==> config.mk <==
export PLATFORM = sky130hd
export DESIGN_NAME = perf_mon_unit
export DESIGN_NICKNAME = d
export VERILOG_FILES = /design/src/rtl/pmu_pkg.sv /design/src/rtl/pmu_counter.sv /design/src/rtl/pmu_prescaler.sv /design/src/rtl/perf_mon_unit.sv
export SDC_FILE = /design/constraint.sdc
export NUM_CORES = 1
export LEC_CHECK = 0
export BUFFER_PORTS_ARGS = -buffer_cell sky130_fd_sc_hd__buf_2
export CORE_MARGIN = 1
export CORE_UTILIZATION = 50
export CTS_CLUSTER_DIAMETER = 40
export CTS_CLUSTER_SIZE = 24
export DETAILED_ROUTE_END_ITERATION = 6
export PLACE_DENSITY = 0.68
export SLEW_MARGIN = 20
export SYNTH_ARGS = -nofsm -noshare
export SYNTH_HDL_FRONTEND = slang
export SYNTH_SLANG_ARGS = --single-unit
==> constraint.sdc <==
create_clock -name clk -period 16.8 [get_ports clk]
set_clock_uncertainty 0.05 [all_clocks]
set_input_delay 1.68 -clock clk [delete_from_list [all_inputs] [get_ports clk]]
set_output_delay 1.68 -clock clk [all_outputs]
set_load 0.02 [all_outputs]
==> src/rtl/pmu_pkg.sv <==
`timescale 1ns/1ps
package pmu_pkg;
  localparam int DATA_W  = 32;
  localparam int ADDR_W  = 4;
  localparam int CYC_BIT = 31;   // mask bit that stands for the cycle counter

  // register addresses
  localparam logic [ADDR_W-1:0] A_CTRL  = 4'd0;
  localparam logic [ADDR_W-1:0] A_ENSET = 4'd1;
  localparam logic [ADDR_W-1:0] A_ENCLR = 4'd2;
  localparam logic [ADDR_W-1:0] A_OVF   = 4'd3;
  localparam logic [ADDR_W-1:0] A_IESET = 4'd4;
  localparam logic [ADDR_W-1:0] A_IECLR = 4'd5;
  localparam logic [ADDR_W-1:0] A_USER  = 4'd6;
  localparam logic [ADDR_W-1:0] A_CYC   = 4'd7;
  localparam logic [ADDR_W-1:0] A_EVT0  = 4'd8;

  // control register bit positions
  localparam int C_RUN  = 0;
  localparam int C_ECLR = 1;
  localparam int C_CCLR = 2;
  localparam int C_DIV  = 3;
endpackage

==> src/rtl/pmu_counter.sv <==
`timescale 1ns/1ps
module pmu_counter #(
  parameter int W = 32
) (
  input  logic         clk,
  input  logic         rst_n,
  input  logic         clr_i,
  input  logic         ld_i,
  input  logic [W-1:0] ld_val_i,
  input  logic         inc_i,
  output logic [W-1:0] cnt_o,
  output logic         ovf_o
);
  logic [W-1:0] cnt_q, cnt_d;
  logic         step;

  // priority: clear, then load, then increment
  always_comb begin
    step  = inc_i && !clr_i && !ld_i;
    cnt_d = cnt_q;
    if (clr_i)      cnt_d = '0;
    else if (ld_i)  cnt_d = ld_val_i;
    else if (inc_i) cnt_d = cnt_q + W'(1);
  end

  always_ff @(posedge clk or negedge rst_n) begin
    if (!rst_n) cnt_q <= '0;
    else        cnt_q <= cnt_d;
  end

  assign cnt_o = cnt_q;
  assign ovf_o = step && (cnt_q == '1);

  // without any request the count holds
  p_hold_r2: assert property (@(posedge clk) disable iff (!rst_n)
    (!inc_i && !ld_i && !clr_i) |=> $stable(cnt_q));

  // all-ones plus one gives zero
  p_wrap_r6: assert property (@(posedge clk) disable iff (!rst_n)
    (inc_i && !ld_i && !clr_i && cnt_q == '1) |=> (cnt_q == '0));

  // a load lands exactly, even against an increment
  p_load_wins_r9: assert property (@(posedge clk) disable iff (!rst_n)
    (ld_i && !clr_i) |=> (cnt_q == $past(ld_val_i)));
endmodule

==> src/rtl/pmu_prescaler.sv <==
`timescale 1ns/1ps
module pmu_prescaler #(
  parameter int DIV_LOG2 = 6
) (
  input  logic clk,
  input  logic rst_n,
  input  logic run_i,
  input  logic div_i,
  input  logic clr_i,
  output logic tick_o
);
  logic [DIV_LOG2-1:0] phase_q, phase_d;
  logic                phase_en;

  always_comb begin
    phase_en = clr_i || (run_i && div_i);
    phase_d  = clr_i ? '0 : phase_q + DIV_LOG2'(1);
  end

  always_ff @(posedge clk or negedge rst_n) begin
    if (!rst_n)        phase_q <= '0;
    else if (phase_en) phase_q <= phase_d;
  end

  assign tick_o = run_i && (!div_i || phase_q == '1);

  // a divided tick closes the phase, so the next one is a full period away
  p_phase_wrap_r5: assert property (@(posedge clk) disable iff (!rst_n)
    (tick_o && div_i && !clr_i) |=> (phase_q == '0));

  // clearing the cycle counter restarts the phase
  p_phase_clr_r5: assert property (@(posedge clk) disable iff (!rst_n)
    clr_i |=> (phase_q == '0));
endmodule

==> src/rtl/perf_mon_unit.sv <==
`timescale 1ns/1ps
module perf_mon_unit
  import pmu_pkg::*;
#(
  parameter int NUM_EVT  = 4,
  parameter int CNT_W    = 32,
  parameter int DIV_LOG2 = 6
) (
  input  logic               clk,
  input  logic               rst_n,
  input  logic [ADDR_W-1:0]  addr,
  input  logic [DATA_W-1:0]  wr_data,
  input  logic               wr_en,
  input  logic               priv,
  output logic [DATA_W-1:0]  rd_data,
  input  logic [NUM_EVT-1:0] event_in,
  output logic               irq
);
  localparam int MSK_W   = NUM_EVT + 1;
  localparam int CYC_IDX = NUM_EVT;

  // ---------------- reset release synchronizer ----------------
  logic [1:0] rst_pipe;
  logic       rst_n_s;
  always_ff @(posedge clk or negedge rst_n) begin
    if (!rst_n) rst_pipe <= '0;
    else        rst_pipe <= {rst_pipe[0], 1'b1};
  end
  assign rst_n_s = rst_pipe[1];

  // ---------------- access gating and decode ----------------
  logic             user_en_q, user_en_d, user_we;
  logic             acc_ok, wr_ok;
  logic             hit_ctrl, hit_enset, hit_enclr, hit_ovf, hit_ieset, hit_ieclr, hit_cyc;
  logic [MSK_W-1:0] wmask;

  assign acc_ok    = priv || user_en_q;
  assign wr_ok     = wr_en && acc_ok;
  assign hit_ctrl  = wr_ok && (addr == A_CTRL);
  assign hit_enset = wr_ok && (addr == A_ENSET);
  assign hit_enclr = wr_ok && (addr == A_ENCLR);
  assign hit_ovf   = wr_ok && (addr == A_OVF);
  assign hit_ieset = wr_ok && (addr == A_IESET);
  assign hit_ieclr = wr_ok && (addr == A_IECLR);
  assign hit_cyc   = wr_ok && (addr == A_CYC);
  assign user_we   = wr_en && priv && (addr == A_USER);
  assign wmask     = {wr_data[CYC_BIT], wr_data[NUM_EVT-1:0]};

  // ---------------- control and mask state ----------------
  logic             run_q, run_d, div_q, div_d;
  logic             evt_clr, cyc_clr;
  logic [MSK_W-1:0] cen_q, cen_d, ien_q, ien_d, ovf_q, ovf_d, ovf_pulse;
  logic             cen_we, ien_we;

  always_comb begin
    run_d     = wr_data[C_RUN];
    div_d     = wr_data[C_DIV];
    evt_clr   = hit_ctrl && wr_data[C_ECLR];
    cyc_clr   = hit_ctrl && wr_data[C_CCLR];
    user_en_d = wr_data[0];
    cen_we    = hit_enset || hit_enclr;
    cen_d     = hit_enset ? (cen_q | wmask) : (cen_q & ~wmask);
    ien_we    = hit_ieset || hit_ieclr;
    ien_d     = hit_ieset ? (ien_q | wmask) : (ien_q & ~wmask);
    // a fresh overflow outranks a clear in the same cycle
    ovf_d     = (ovf_q & ~(hit_ovf ? wmask : '0)) | ovf_pulse;
  end

  always_ff @(posedge clk or negedge rst_n_s) begin
    if (!rst_n_s) begin
      run_q     <= 1'b0;
      div_q     <= 1'b0;
      user_en_q <= 1'b0;
      cen_q     <= '0;
      ien_q     <= '0;
      ovf_q     <= '0;
    end else begin
      if (hit_ctrl) begin
        run_q <= run_d;
        div_q <= div_d;
      end
      if (user_we) user_en_q <= user_en_d;
      if (cen_we)  cen_q     <= cen_d;
      if (ien_we)  ien_q     <= ien_d;
      ovf_q <= ovf_d;
    end
  end

  // ---------------- cycle counter with prescaler ----------------
  logic             cyc_run, cyc_tick;
  logic [CNT_W-1:0] cyc_cnt;

  assign cyc_run = run_q && cen_q[CYC_IDX];

  pmu_prescaler #(.DIV_LOG2(DIV_LOG2)) u_presc (
    .clk    (clk),
    .rst_n  (rst_n_s),
    .run_i  (cyc_run),
    .div_i  (div_q),
    .clr_i  (cyc_clr),
    .tick_o (cyc_tick)
  );

  pmu_counter #(.W(CNT_W)) u_cyc (
    .clk      (clk),
    .rst_n    (rst_n_s),
    .clr_i    (cyc_clr),
    .ld_i     (hit_cyc),
    .ld_val_i (wr_data[CNT_W-1:0]),
    .inc_i    (cyc_tick),
    .cnt_o    (cyc_cnt),
    .ovf_o    (ovf_pulse[CYC_IDX])
  );

  // ---------------- event counters ----------------
  logic [CNT_W-1:0] evt_cnt [NUM_EVT];

  for (genvar g = 0; g < NUM_EVT; g++) begin : g_evt
    logic hit_ld, inc;
    assign hit_ld = wr_ok && (addr == A_EVT0 + ADDR_W'(g));
    assign inc    = run_q && cen_q[g] && event_in[g];
    pmu_counter #(.W(CNT_W)) u_cnt (
      .clk      (clk),
      .rst_n    (rst_n_s),
      .clr_i    (evt_clr),
      .ld_i     (hit_ld),
      .ld_val_i (wr_data[CNT_W-1:0]),
      .inc_i    (inc),
      .cnt_o    (evt_cnt[g]),
      .ovf_o    (ovf_pulse[g])
    );
  end

  // ---------------- read path and interrupt ----------------
  function automatic logic [DATA_W-1:0] spread(input logic [MSK_W-1:0] m);
    logic [DATA_W-1:0] r;
    r               = '0;
    r[CYC_BIT]      = m[CYC_IDX];
    r[NUM_EVT-1:0]  = m[NUM_EVT-1:0];
    return r;
  endfunction

  logic [DATA_W-1:0] rd_mux;
  always_comb begin
    rd_mux = '0;
    case (addr)
      A_CTRL:           begin rd_mux[C_RUN] = run_q; rd_mux[C_DIV] = div_q; end
      A_ENSET, A_ENCLR: rd_mux = spread(cen_q);
      A_OVF:            rd_mux = spread(ovf_q);
      A_IESET, A_IECLR: rd_mux = spread(ien_q);
      A_USER:           rd_mux[0] = user_en_q;
      A_CYC:            rd_mux = DATA_W'(cyc_cnt);
      default: begin
        for (int i = 0; i < NUM_EVT; i++)
          if (addr == A_EVT0 + ADDR_W'(i)) rd_mux = DATA_W'(evt_cnt[i]);
      end
    endcase
  end

  assign rd_data = acc_ok ? rd_mux : '0;
  assign irq     = |(ovf_q & ien_q);

  // blocked unprivileged writes leave the masks alone
  p_user_block_r10: assert property (@(posedge clk) disable iff (!rst_n_s)
    (wr_en && !priv && !user_en_q) |=> ($stable(cen_q) && $stable(ien_q) && $stable(run_q)));

  // the cycle clear strobe zeroes the cycle counter in one step
  p_cyc_clear_r4: assert property (@(posedge clk) disable iff (!rst_n_s)
    cyc_clr |=> (cyc_cnt == '0));

  // a flag only drops after a clearing write
  p_flag_sticky_r7: assert property (@(posedge clk) disable iff (!rst_n_s)
    (!hit_ovf) |=> ((ovf_q & $past(ovf_q)) == $past(ovf_q)));

  // interrupt stays low while no enable is set
  p_irq_masked_r8: assert property (@(posedge clk) disable iff (!rst_n_s)
    (ien_q == '0) |-> !irq);
endmodule

Word level (Yosys, flattened, before mapping)

Cells that the tools add are included.

Bits in registers: 186
Latch bits: 0
Bits in writable memories: 0
Memory bits (read-only): 0
Input port bits: 44
Output and inout port bits: 33
Word-level logic and storage cells: 138
Memories kept: 0

$add $sub $neg: 6
Multiply operators: 0
Div/mod/pow operators: 0
Magnitude comparators: 0
Eq/ne operators: 17
Shift operators: 0
Mux-type cells: 28
Bitwise operators: 9
Reduce and logical (&&, ||, !) cells: 65

Operators with widths:

| kind                                                                  | number |
|---|---|
| 32-bit two-way mux                                                    | 20 |
| 32-bit by 1-bit adder with 32-bit output, second input constant       | 5 |
| 32-bit equality test, second input constant                           | 5 |
| 28-bit one-hot mux with 5 select lines                                | 1 |
| 1-bit logical AND                                                     | 42 |
| 5-bit AND                                                             | 4 |
| 4-bit by 3-bit equality test with 1-bit output, second input constant | 4 |
| 4-bit equality test, second input constant                            | 4 |
| 5-bit two-way mux                                                     | 3 |
| 5-bit bitwise OR                                                      | 3 |
| 3-bit nonzero test                                                    | 5 |
| 1-bit one-hot mux with 6 select lines                                 | 2 |
| 5-bit NOT                                                             | 2 |
| 2-bit one-hot mux with 5 select lines                                 | 1 |
| 4-bit by 2-bit equality test with 1-bit output, second input constant | 2 |
| 1-bit zero test                                                       | 8 |
| 6-bit by 1-bit adder with 6-bit output, second input constant         | 1 |
| 6-bit equality test, second input constant                            | 1 |
| 6-bit two-way mux                                                     | 1 |
| 2-bit OR reduction                                                    | 3 |
| 1-bit logical OR                                                      | 5 |
| 5-bit OR reduction                                                    | 1 |
| 4-bit by 1-bit equality test with 1-bit output, second input constant | 1 |
| 4-bit zero test                                                       | 1 |

Logic depth before layout (Yosys ltp)

Gate-level depths: netlist of run 1.

Depth after elaboration: 9
Gate-level depth with buffers: 8
Mapped depth without buffers: 6

Cells and area by module

A second synthesis of run 1 with hierarchy kept.

Cells, all modules: 1554
Area, all modules: 14027.2 µm²

Modules (own cells, without submodules):

| module        | instances | cells an instance | area each (µm²) | seq. area each (µm²) |
|---|---|---|---|---|
| pmu_counter   | 5         | 257               | 2254.7          | 800.8 |
| perf_mon_unit | 1         | 237               | 2458.6          | 500.5 |
| pmu_prescaler | 1         | 32                | 295.3           | 150.1 |

Worst setup path after synthesis of run 1

Ideal clock, no wire load.

Kind: input to output
Start: input addr[1]
End: output rd_data[2]
Data arrival time: 3281 ps
Data required time: 15070 ps
Slack: 11789 ps
Stages: 7
Buffers on the path: 2
Cells stage by stage: clkbuf_1 nand2_1 nor2_1 clkbuf_1 nand2_1 o211a_1 a311oi_1

Cells in the longest elaborated chain, start to end: 7
Elaborated cells between the ends (all ways): 21
Classes of those cells: eq/ne: 11; mux: 6; reduce/logical: 4

Ends and longest elaborated chain:

| item                                      | line                 | text |
|---|---|---|
| start, declared                           | perf_mon_unit.sv:11  | `input logic [ADDR_W-1:0] addr,` |
| 4-bit equality test                       | perf_mon_unit.sv:155 | `if (addr == A_EVT0 + ADDR_W'(i)) rd_mux = DATA_W'(evt_cnt[i]);` |
| 32-bit two-way mux (4 in a row)           | perf_mon_unit.sv:155 |  |
| 2-bit one-hot mux with 5 select lines (*) | perf_mon_unit.sv:146 | `case (addr)` |
| 32-bit two-way mux (*)                    | perf_mon_unit.sv:160 | `assign rd_data = acc_ok ? rd_mux : '0;` |
| end, declared                             | perf_mon_unit.sv:15  | `output logic [DATA_W-1:0] rd_data,` |

Every way passes the cells marked *; elsewhere a longest branch is shown, timed or not.

Final worst setup path of run 1

Start: input addr[1]
End: output rd_data[1]

The elaborated chain is that of the path after synthesis.

==> qor.txt, run 1 <==
post-route setup TNS: 0 ns
post-synthesis async set-or-reset flop share: 100%
Detailed Routing Iterations Pass 1: 6
worst-case clock buffer depth: 2
Worst EP arrival: 4.01 ns
Synth Area in XOR/XNOR: 10.9%
Syn Area/Cell: 8.82 sq um
worst min path class: flop to flop
PwrDens: 115 nW/um^2
number of clock sinks: 186
hold_buf cts: 0
reg2reg start: run_q
post-synthesis net count: 1434
Final Hold Viols: 0
WHS Path Cells: 0
Critical Path End: rd_data[1]
Syn-to-layout area delta: 9.17%
Buffers on Ports: 76
Num CTS Buffers: 17
non-filler instance count after layout: 1721
min cycle time layout: 5.74 ns
kind of end point of the critical path: output pin
n_diodes: 0
CTS tree: built
DR WL/cell: 22.8 um
via-per-instance ratio: 6.52
share of cells above drive strength 1: 13.4%
Die W: 158 um
Setup Viol. Count Final: 0
mux contribution to synthesized area: 4.74%
drt first-iter violations: 1267
Total GRT Usage: 32.5%
fin util: 56.3%
post-synthesis adder-cell area fraction: 0.615%
DRC viols: 0
Crit Path Category: primary input to output pin
Max-Cap Viols: 0
final wirelength: 39300 um
post-route clock period utilization: 34.1%
Compound-Gate Fraction of Synth Area: 17.7%
Slew Limit Headroom: 25.1%
Req. time, crit path: 15.07 ns
worst reg2reg setup slack: 13.62 ns
Die Area: 25000 sq um
reg2reg end: ovf_q[3]
Placed Instances: 1690
post-synthesis cell area: 12200 sq um
Synth Flop Type: dfrtp_1
I/O pin cnt: 77
Final Max Slew Viols: 0
HPWL Detailed: 27600 um
status: finished clean
library cells used by synthesis: 66
routed via count: 11200
# fillers: 2217
Max VDD drop: 0.0597 mV
first-pass GRT wire length: 60600 um
largest family of logic cells by synthesized area: simple AND/OR/NAND/NOR gates
CTS H-tree lvls: 4
vias in the first global route: 10400
WHS: 0.306 ns
worst skew pair latency: 0.45 ns
area leader, netlist: dfrtp_1
Placer Congestion: 0.969
Layout Nets: 1440
Yosys top cell area share: 38.1%
main area contributors after synthesis: dfrtp_1 38%, xnor2_1 5.7%, xor2_1 5.2%, o21ai_0 4.8%, a21oi_1 4.1%
Critical path origin: addr[1]
starting density of the core: 51.5%
RSZ-0062 raised after global routing: no
Post-CTS Setup Bufs: 0
sequential share of the synthesized area: 38.1%
number of synthesized flops with an enable pin: 0
initial antenna violation count: 0
post-cts gate resize count: 0
leakage: 5.32 nW
clock root buffer: clkbuf_16
synthesized flop and latch total: 186
Worst-Margin Slew: 1.11 ns
post-synthesis simple-gate area fraction: 23.7%
FP Rows: 56
Fmax: 0.174 GHz
grt ovf: 0
Critical Path Start Type: primary input
core area: 23700 sq um
Syn Inst Count: 1384
R2R cell count: 5
Die H: 158 um
Critical Path Fanout Max: 48
remaining antenna violation count after routing: 0
clock-pin slew on the worst setup and hold paths: 0.07 ns
largest net degree at the start of global routing: 90
Syn. warnings: 0
[routing by layer]
layer / vias to the layer above / track usage, % / wire length (um)
li1: 5086 / - / -
met3: 112 / 5.50 / 3150
met1: 5420 / 42.9 / 15600
met4: 0 / 20.1 / 2650
met2: 597 / 49.5 / 17900
met5: - / 0 / 0
[where the power goes]
part / total [mW] / internal (mW) / switching (mW)
Combinational: 0.355 / 0.166 / 0.189
Sequential: 0.736 / 0.561 / 0.175
Clock: 0.435 / 0.253 / 0.183
Total: 1.53 / 0.980 / 0.547
[critical path, stage by stage]
cell      delay, ns
buf_2          0.69
nor2b_4        0.78
a21oi_1        0.18
o211a_1        0.23
a211oi_1       0.21
buf_2          0.21
[metrics by stage]
step                instance area [sq um]  setup slack [ns]  power [mW]
CTS                                 13300             10.70        1.52
global route                        13300             10.90        1.60
floorplan                           12200             11.18       0.952
global placement                    12700             10.80        1.08
finish                              13300             11.07        1.53
detailed placement                  12700             10.72        1.09
[logic make-up after synthesis]
group	after synthesis
flip-flops	186
other	1
adder cells (fa/ha/maj)	6
buffers and inverters	122
XOR/XNOR	152
AND/OR/NAND/NOR	517
multiplexers	53
AO/OA/AOI/OAI	347
[worst min path at each step]
stage,start,endpoint,slack (ns)
after floorplan,rst_pipe[0],rst_pipe[1],0.28
after global placement,rst_pipe[0],rst_pipe[1],0.29
after detailed placement,rst_pipe[0],rst_pipe[1],0.29
after CTS,rst_pipe[0],rst_pipe[1],0.31
after global routing,rst_pipe[0],rst_pipe[1],0.32
final,rst_pipe[0],rst_pipe[1],0.31
[flip-flops by register name (all words and copies together) (netlist names), named ones only]
| signal | cells |
|---|---|
| g_evt.u_cnt.cnt_o | 128 |
| ovf_q | 5 |
| u_cyc.cnt_o | 32 |
| user_en_q | 1 |
| run_q | 1 |
| rst_pipe | 2 |
| u_presc.phase_q | 6 |
| div_q | 1 |
[layout by cell type, fill, tap and decap left out, types with 9 or more instances in the layout]
master	n
nor4_4	10
buf_4	14
nand3_1	60
xnor2_1	80
xor2_1	72
inv_1	19
clkbuf_16	17
nand2_1	103
a222oi_1	25
and3_1	26
buf_2	76
and4_1	9
nor3_1	31
nor4_1	13
nor2_1	130
mux2i_1	42
a21oi_1	100
nor3_2	11
nand4_1	65
a211oi_1	61
o21ai_0	118
dfrtp_1	185
[cell usage after synthesis (3+ instances only)]
library cell  count
and4_1            9
buf_2            11
or2_2             3
nand2b_1          4
a211oi_1         61
buf_4             3
nor3_2           11
nand3_1          60
a22oi_1           4
nand4_4           3
a222oi_1         25
nor4b_1           3
a32oi_1           3
o21ai_0         118
mux4_2            3
nor2b_1           6
nor2_1          133
a22o_1            6
nor4_1           13
or3_1             5
nor4_2            8
a21oi_1         100
dfrtp_1         186
mux2_2            8
xnor2_1          80
nand2_1         106
xor2_1           72
mux2i_1          42
and2_1            6
inv_1            19
o22ai_1           7
buf_1            11
nor3_1           31
nor4_4           10
clkbuf_1         75
nand4_1          65
o211a_1           5
buf_6             3
a32o_1            3
ha_1              6
and3_1           26
[cell type report]
| type | count | area, sq um | share of cell area, % |
|---|---|---|---|
| multi-input cells | 1076 | 7090 | 53.2 |
| flip-flops and latches | 186 | 4660 | 35.0 |
| repair buffers | 90 | 485 | 3.64 |
| clock buffers | 20 | 447 | 3.35 |
| well taps | 319 | 399 | 3.00 |
| clock inverters | 11 | 170 | 1.28 |
| inverters | 19 | 71.3 | 0.535 |
(Power assumes the default switching activity.)
==> run 2: changes to the inputs <==
- PLACE_DENSITY: 0.68 -> 0.7
- clock period: 16.8 -> 4.7 ns (I/O delays scaled with it)
==> run 2 against run 1 <==
  * The flow now finishes with violations (DRC)
  * Sequential share of layout area about the same
  * Highest routed layer is now met5
  * Clock power grew to 3.5 times the previous value
  * Register-to-register slack got worse by 12 ns
  * Final cell count is 0.41% higher
==> qor.txt, run 2 (synthesis results as in run 1) <==
status: finished, violations left
violated checks: DRC
starting density of the core: 51.5%
initial antenna violation count: 2
Max VDD drop: 0.198 mV
Crit Path Category: primary input to output pin
WHS: 0.276 ns
R2R cell count: 5
share of cells above drive strength 1: 13.8%
most common cell after layout, fill and taps aside: dfrtp_1
via-per-instance ratio: 6.44
vias in the first global route: 10300
first-pass GRT wire length: 58100 um
post-route setup TNS: 0 ns
grt ovf: 0
Final Hold Viols: 0
Slowest cell on crit path: buf_4
Die H: 158 um
I/O pin cnt: 77
Placer Congestion: 0.964
Worst EP arrival: 2.66 ns
Die W: 158 um
final wirelength: 37700 um
clock share of power: 28.3%
Total GRT Usage: 30.9%
Gate power share: 23.4%
Switching Fraction: 36.4%
clock-pin slew on the worst setup and hold paths: 0.08 ns
largest net degree at the start of global routing: 66
kind of end point of the critical path: output pin
RSZ-0062 raised after global routing: no
clock root buffer: clkbuf_16
Post-CTS Setup Bufs: 0
post-route clock period utilization: 67.6%
Setup Viol. Count Final: 0
CTS H-tree lvls: 4
Placed Instances: 1694
Syn-to-layout area delta: 9.32%
worst reg2reg setup slack: 1.54 ns
core area: 23700 sq um
PwrDens: 402 nW/um^2
Die Area: 25000 sq um
P_int: 3.42 mW
reg2reg start: run_q
Detailed Routing Iterations Pass 1: 7
non-filler instance count after layout: 1728
most frequent CP cell: buf_2
Layout Nets: 1445
Max-Cap Viols: 0
Critical Path Start Type: primary input
Critical Path Fanout Max: 37
number of clock sinks: 186
post-cts gate resize count: 0
Req. time, crit path: 4.18 ns
drt first-iter violations: 1060
Placement Cell Area: 12700 sq um
Buffers on Ports: 76
CTS tree: built
min cycle time layout: 3.18 ns
leakage: 5.31 nW
worst min path class: primary input to asynchronous set/reset pin
HPWL Detailed: 26800 um
reg2reg end: ovf_q[3]
routed via count: 11100
FP Rows: 56
commonest non-fill, non-tap cells in the layout: 185 x dfrtp_1, 130 x nor2_1, 118 x o21ai_0
critical path's largest stage delay: 0.58 ns
Fmax: 0.315 GHz
remaining antenna violation count after routing: 0
Num CTS Buffers: 17
DRC viols: 1
Sw Pwr: 1.95 mW
hold_buf cts: 1
Final Cell Area: 13300 sq um
critical-path cell list: buf_2, buf_4, mux2i_1, o21ai_0, a222oi_1, nor2_1, buf_2
Final Max Slew Viols: 0
Largest register FFs: 128
Slew Limit Headroom: 22.4%
worst skew pair latency: 0.45 ns
sequential share of power: 48.3%
Worst-Margin Slew: 1.15 ns
worst-case clock buffer depth: 2
DR WL/cell: 21.8 um
[run 2: changes by cell type in the layout (fill, tap and decap cells not counted), moves of 2 or more]
cell and change:
bufinv_16 -2, buf_4 +4, clkinvlp_4 +2, inv_6 +4, inv_8 +3, clkinv_2 -2
clkinv_4 -3
[run 2: how the worst max path moves through the flow]
stage	start	endpoint	slack [ns]	cells past startpoint
2_1_floorplan	rst_pipe[1]	asynchronous set/reset pin	1.58	0
3_3_place_gp	addr[1]	u_cyc.cnt_o[9]	1.59	7
3_5_place_dp	addr[1]	u_cyc.cnt_o[13]	1.45	7
4_1_cts	addr[0]	rd_data[14]	1.60	7
5_1_grt	addr[1]	rd_data[1]	1.38	6
6_report	addr[0]	rd_data[21]	1.52	7
[run 2: power by group through the flow]
stage / combinational [mW] / sequential [mW] / clock, mW
CTS: 1.25 / 2.58 / 1.54
floorplan: 0.972 / 2.43 / 0
global route: 1.38 / 2.65 / 1.60
finish: 1.26 / 2.59 / 1.52
detailed placement: 1.24 / 2.60 / 0
global placement: 1.21 / 2.59 / 0
[run 2: per-stage QoR]
stage	setup slack (ns)	power, mW	utilization (%)
2_1_floorplan	1.58	3.40	-
3_3_place_gp	1.59	3.80	53.7
3_5_place_dp	1.45	3.85	53.7
4_1_cts	1.60	5.38	56.3
5_1_grt	1.38	5.63	56.3
6_report	1.52	5.37	56.3
[run 2: area by class of cell]
cell class,count,area (sq um)
Inverter,19,71.3
Clock buffer,19,443
Timing Repair Buffer,95,526
Antenna cell,1,2.50
Sequential cell,186,4660
Multi-Input combinational cell,1076,7080
Fill cell,2197,10300
Clock inverter,13,158
Tap cell,319,399
[run 2: metal layers]
layer	wire length (um)	up-vias	track usage [%]
li1	-	5108	-
met3	2800	125	4.87
met1	15600	5388	40.9
met2	17400	513	48.3
met5	10	-	0
met4	1940	2	17.1
[run 2: worst max-delay path, delay by kind of cell]
family	cells	cell delay, ns
AOI/OAI and AO/OA	2	0.62
buffers and inverters	3	1.10
muxes	1	0.34
and+or+nand+nor	1	0.08
==> run 3: changes to the inputs <==
- PLACE_DENSITY: 0.7 -> 0.68
- clock period: 4.7 -> 3.2 ns (I/O delays scaled with it)
==> run 3 against run 2 <==
  * The flow still finishes with violations (DRC)
  * Combinational power is 48% higher
  * Via count stayed put
  * Clock-buffer cell count is 1 lower
  * Register-to-register slack worse by 1.0 ns
  * Sequential power is 47% higher
  * Total power is 47% higher
  * Critical endpoint is now g_evt[2].u_cnt.cnt_o[24]
==> qor.txt, run 3 (synthesis results as in run 1) <==
Die W: 158 um
min cycle time layout: 2.68 ns
PwrDens: 589 nW/um^2
Max-Cap Viols: 0
HPWL Detailed: 27200 um
clock-pin slew on the worst setup and hold paths: 0.07 ns
worst min path class: primary input to asynchronous set/reset pin
first-pass GRT wire length: 59300 um
Die Area: 25000 sq um
Buffers on Ports: 76
Final Hold Viols: 0
Critical Path Start Type: flop
most common cell after layout, fill and taps aside: dfrtp_1
vias in the first global route: 10400
via-per-instance ratio: 6.40
Total GRT Usage: 31.6%
Largest register FFs: 128
Fmax: 0.373 GHz
Max VDD drop: 0.303 mV
status: finished, violations left
Placed Instances: 1706
R2R cell count: 5
starting density of the core: 51.5%
CTS H-tree lvls: 4
DRC viols: 11
Slew Limit Headroom: 27.6%
Die H: 158 um
non-filler instance count after layout: 1739
hold_buf cts: 1
post-cts gate resize count: 0
core area: 23700 sq um
share of cells above drive strength 1: 14.6%
largest net degree at the start of global routing: 84
grt ovf: 0
violated checks: DRC
n_diodes: 0
Placer Congestion: 0.942
post-route clock period utilization: 83.7%
DR WL/cell: 21.9 um
Critical Path Fanout Max: 16
worst-case clock buffer depth: 2
number of clock sinks: 186
Layout Nets: 1457
Post-CTS Setup Bufs: 0
leakage: 5.37 nW
reg2reg start: run_q
Final Max Slew Viols: 0
final wirelength: 38100 um
# fillers: 2205
reg2reg end: g_evt[2].u_cnt.cnt_o[24]
drt first-iter violations: 1165
CTS tree: built
post-route setup TNS: 0 ns
clock root buffer: clkbuf_16
Detailed Routing Iterations Pass 1: 7
Num CTS Buffers: 17
Worst-Margin Slew: 1.09 ns
final setup margin: 0.522 ns
FP Rows: 56
routed via count: 11100
pre-CTS setup slack: 0.569 ns
Worst EP arrival: 2.97 ns
Req. time, crit path: 3.49 ns
RSZ-0062 raised after global routing: no
worst skew pair latency: 0.45 ns
worst reg2reg setup slack: 0.52 ns
kind of end point of the critical path: flop
remaining antenna violation count after routing: 0
commonest non-fill, non-tap cells in the layout: 185 x dfrtp_1, 130 x nor2_1, 118 x o21ai_0
Setup Viol. Count Final: 0
I/O pin cnt: 77
Syn-to-layout area delta: 10.2%
Crit Path Category: flop to flop
initial antenna violation count: 0
run 3: critical path: stages, from the launching register on:
cell,delay (ns)
dfrtp_1,0.72
nand3_1,0.41
nor3_2,0.76
nand3_1,0.25
xnor2_1,0.19
a22o_1,0.19
run 3: area by class of cell:
type	count	area [sq um]	share of cell area, %
repair buffers	107	653	4.86
clock inverters	14	159	1.18
clock buffers	18	439	3.27
inverters	19	71.3	0.530
well taps	319	399	2.97
flip-flops and latches	186	4660	34.6
multi-input cells	1076	7070	52.6
run 3: per-stage QoR:
stage	area, sq um	utilization, %	hold WS [ns]	power [mW]
after floorplan	12200	-	-0.0256	5.00
after global placement	12800	54.2	0.0563	5.61
after detailed placement	12800	54.2	0.0570	5.66
after CTS	13400	56.8	0.117	7.91
after global routing	13400	56.8	0.134	8.28
final	13400	56.8	0.125	7.91
run 3: per-layer routing:
layer | vias up | part of all wire [%] | GRT usage [%] | wire length [um]
met1 | 5397 | 42 | 43.2 | 16100
met2 | 517 | 47 | 50.4 | 17900
li1 | 5133 | - | - | -
met5 | - | 0 | 0 | 0
met4 | 0 | 4.2 | 14.0 | 1580
met3 | 89 | 6.4 | 3.48 | 2440
run 3: worst max-delay path by stage:
stage / startpoint / to / slack (ns) / depth (start not counted)
2_1_floorplan: rst_pipe[1] / asynchronous set/reset pin / 0.08 / 0
3_3_place_gp: addr[1] / g_evt[0].u_cnt.cnt_o[29] / 0.59 / 5
3_5_place_dp: addr[1] / g_evt[0].u_cnt.cnt_o[18] / 0.57 / 5
4_1_cts: run_q / g_evt[2].u_cnt.cnt_o[24] / 0.56 / 5
5_1_grt: run_q / g_evt[2].u_cnt.cnt_o[24] / 0.37 / 5
6_report: run_q / g_evt[2].u_cnt.cnt_o[24] / 0.52 / 5
run 3: where the power goes:
part / switching [mW] / internal, mW / total (mW)
combinational: 0.987 / 0.881 / 1.87
sequential: 0.860 / 2.94 / 3.80
clock: 1.05 / 1.20 / 2.24
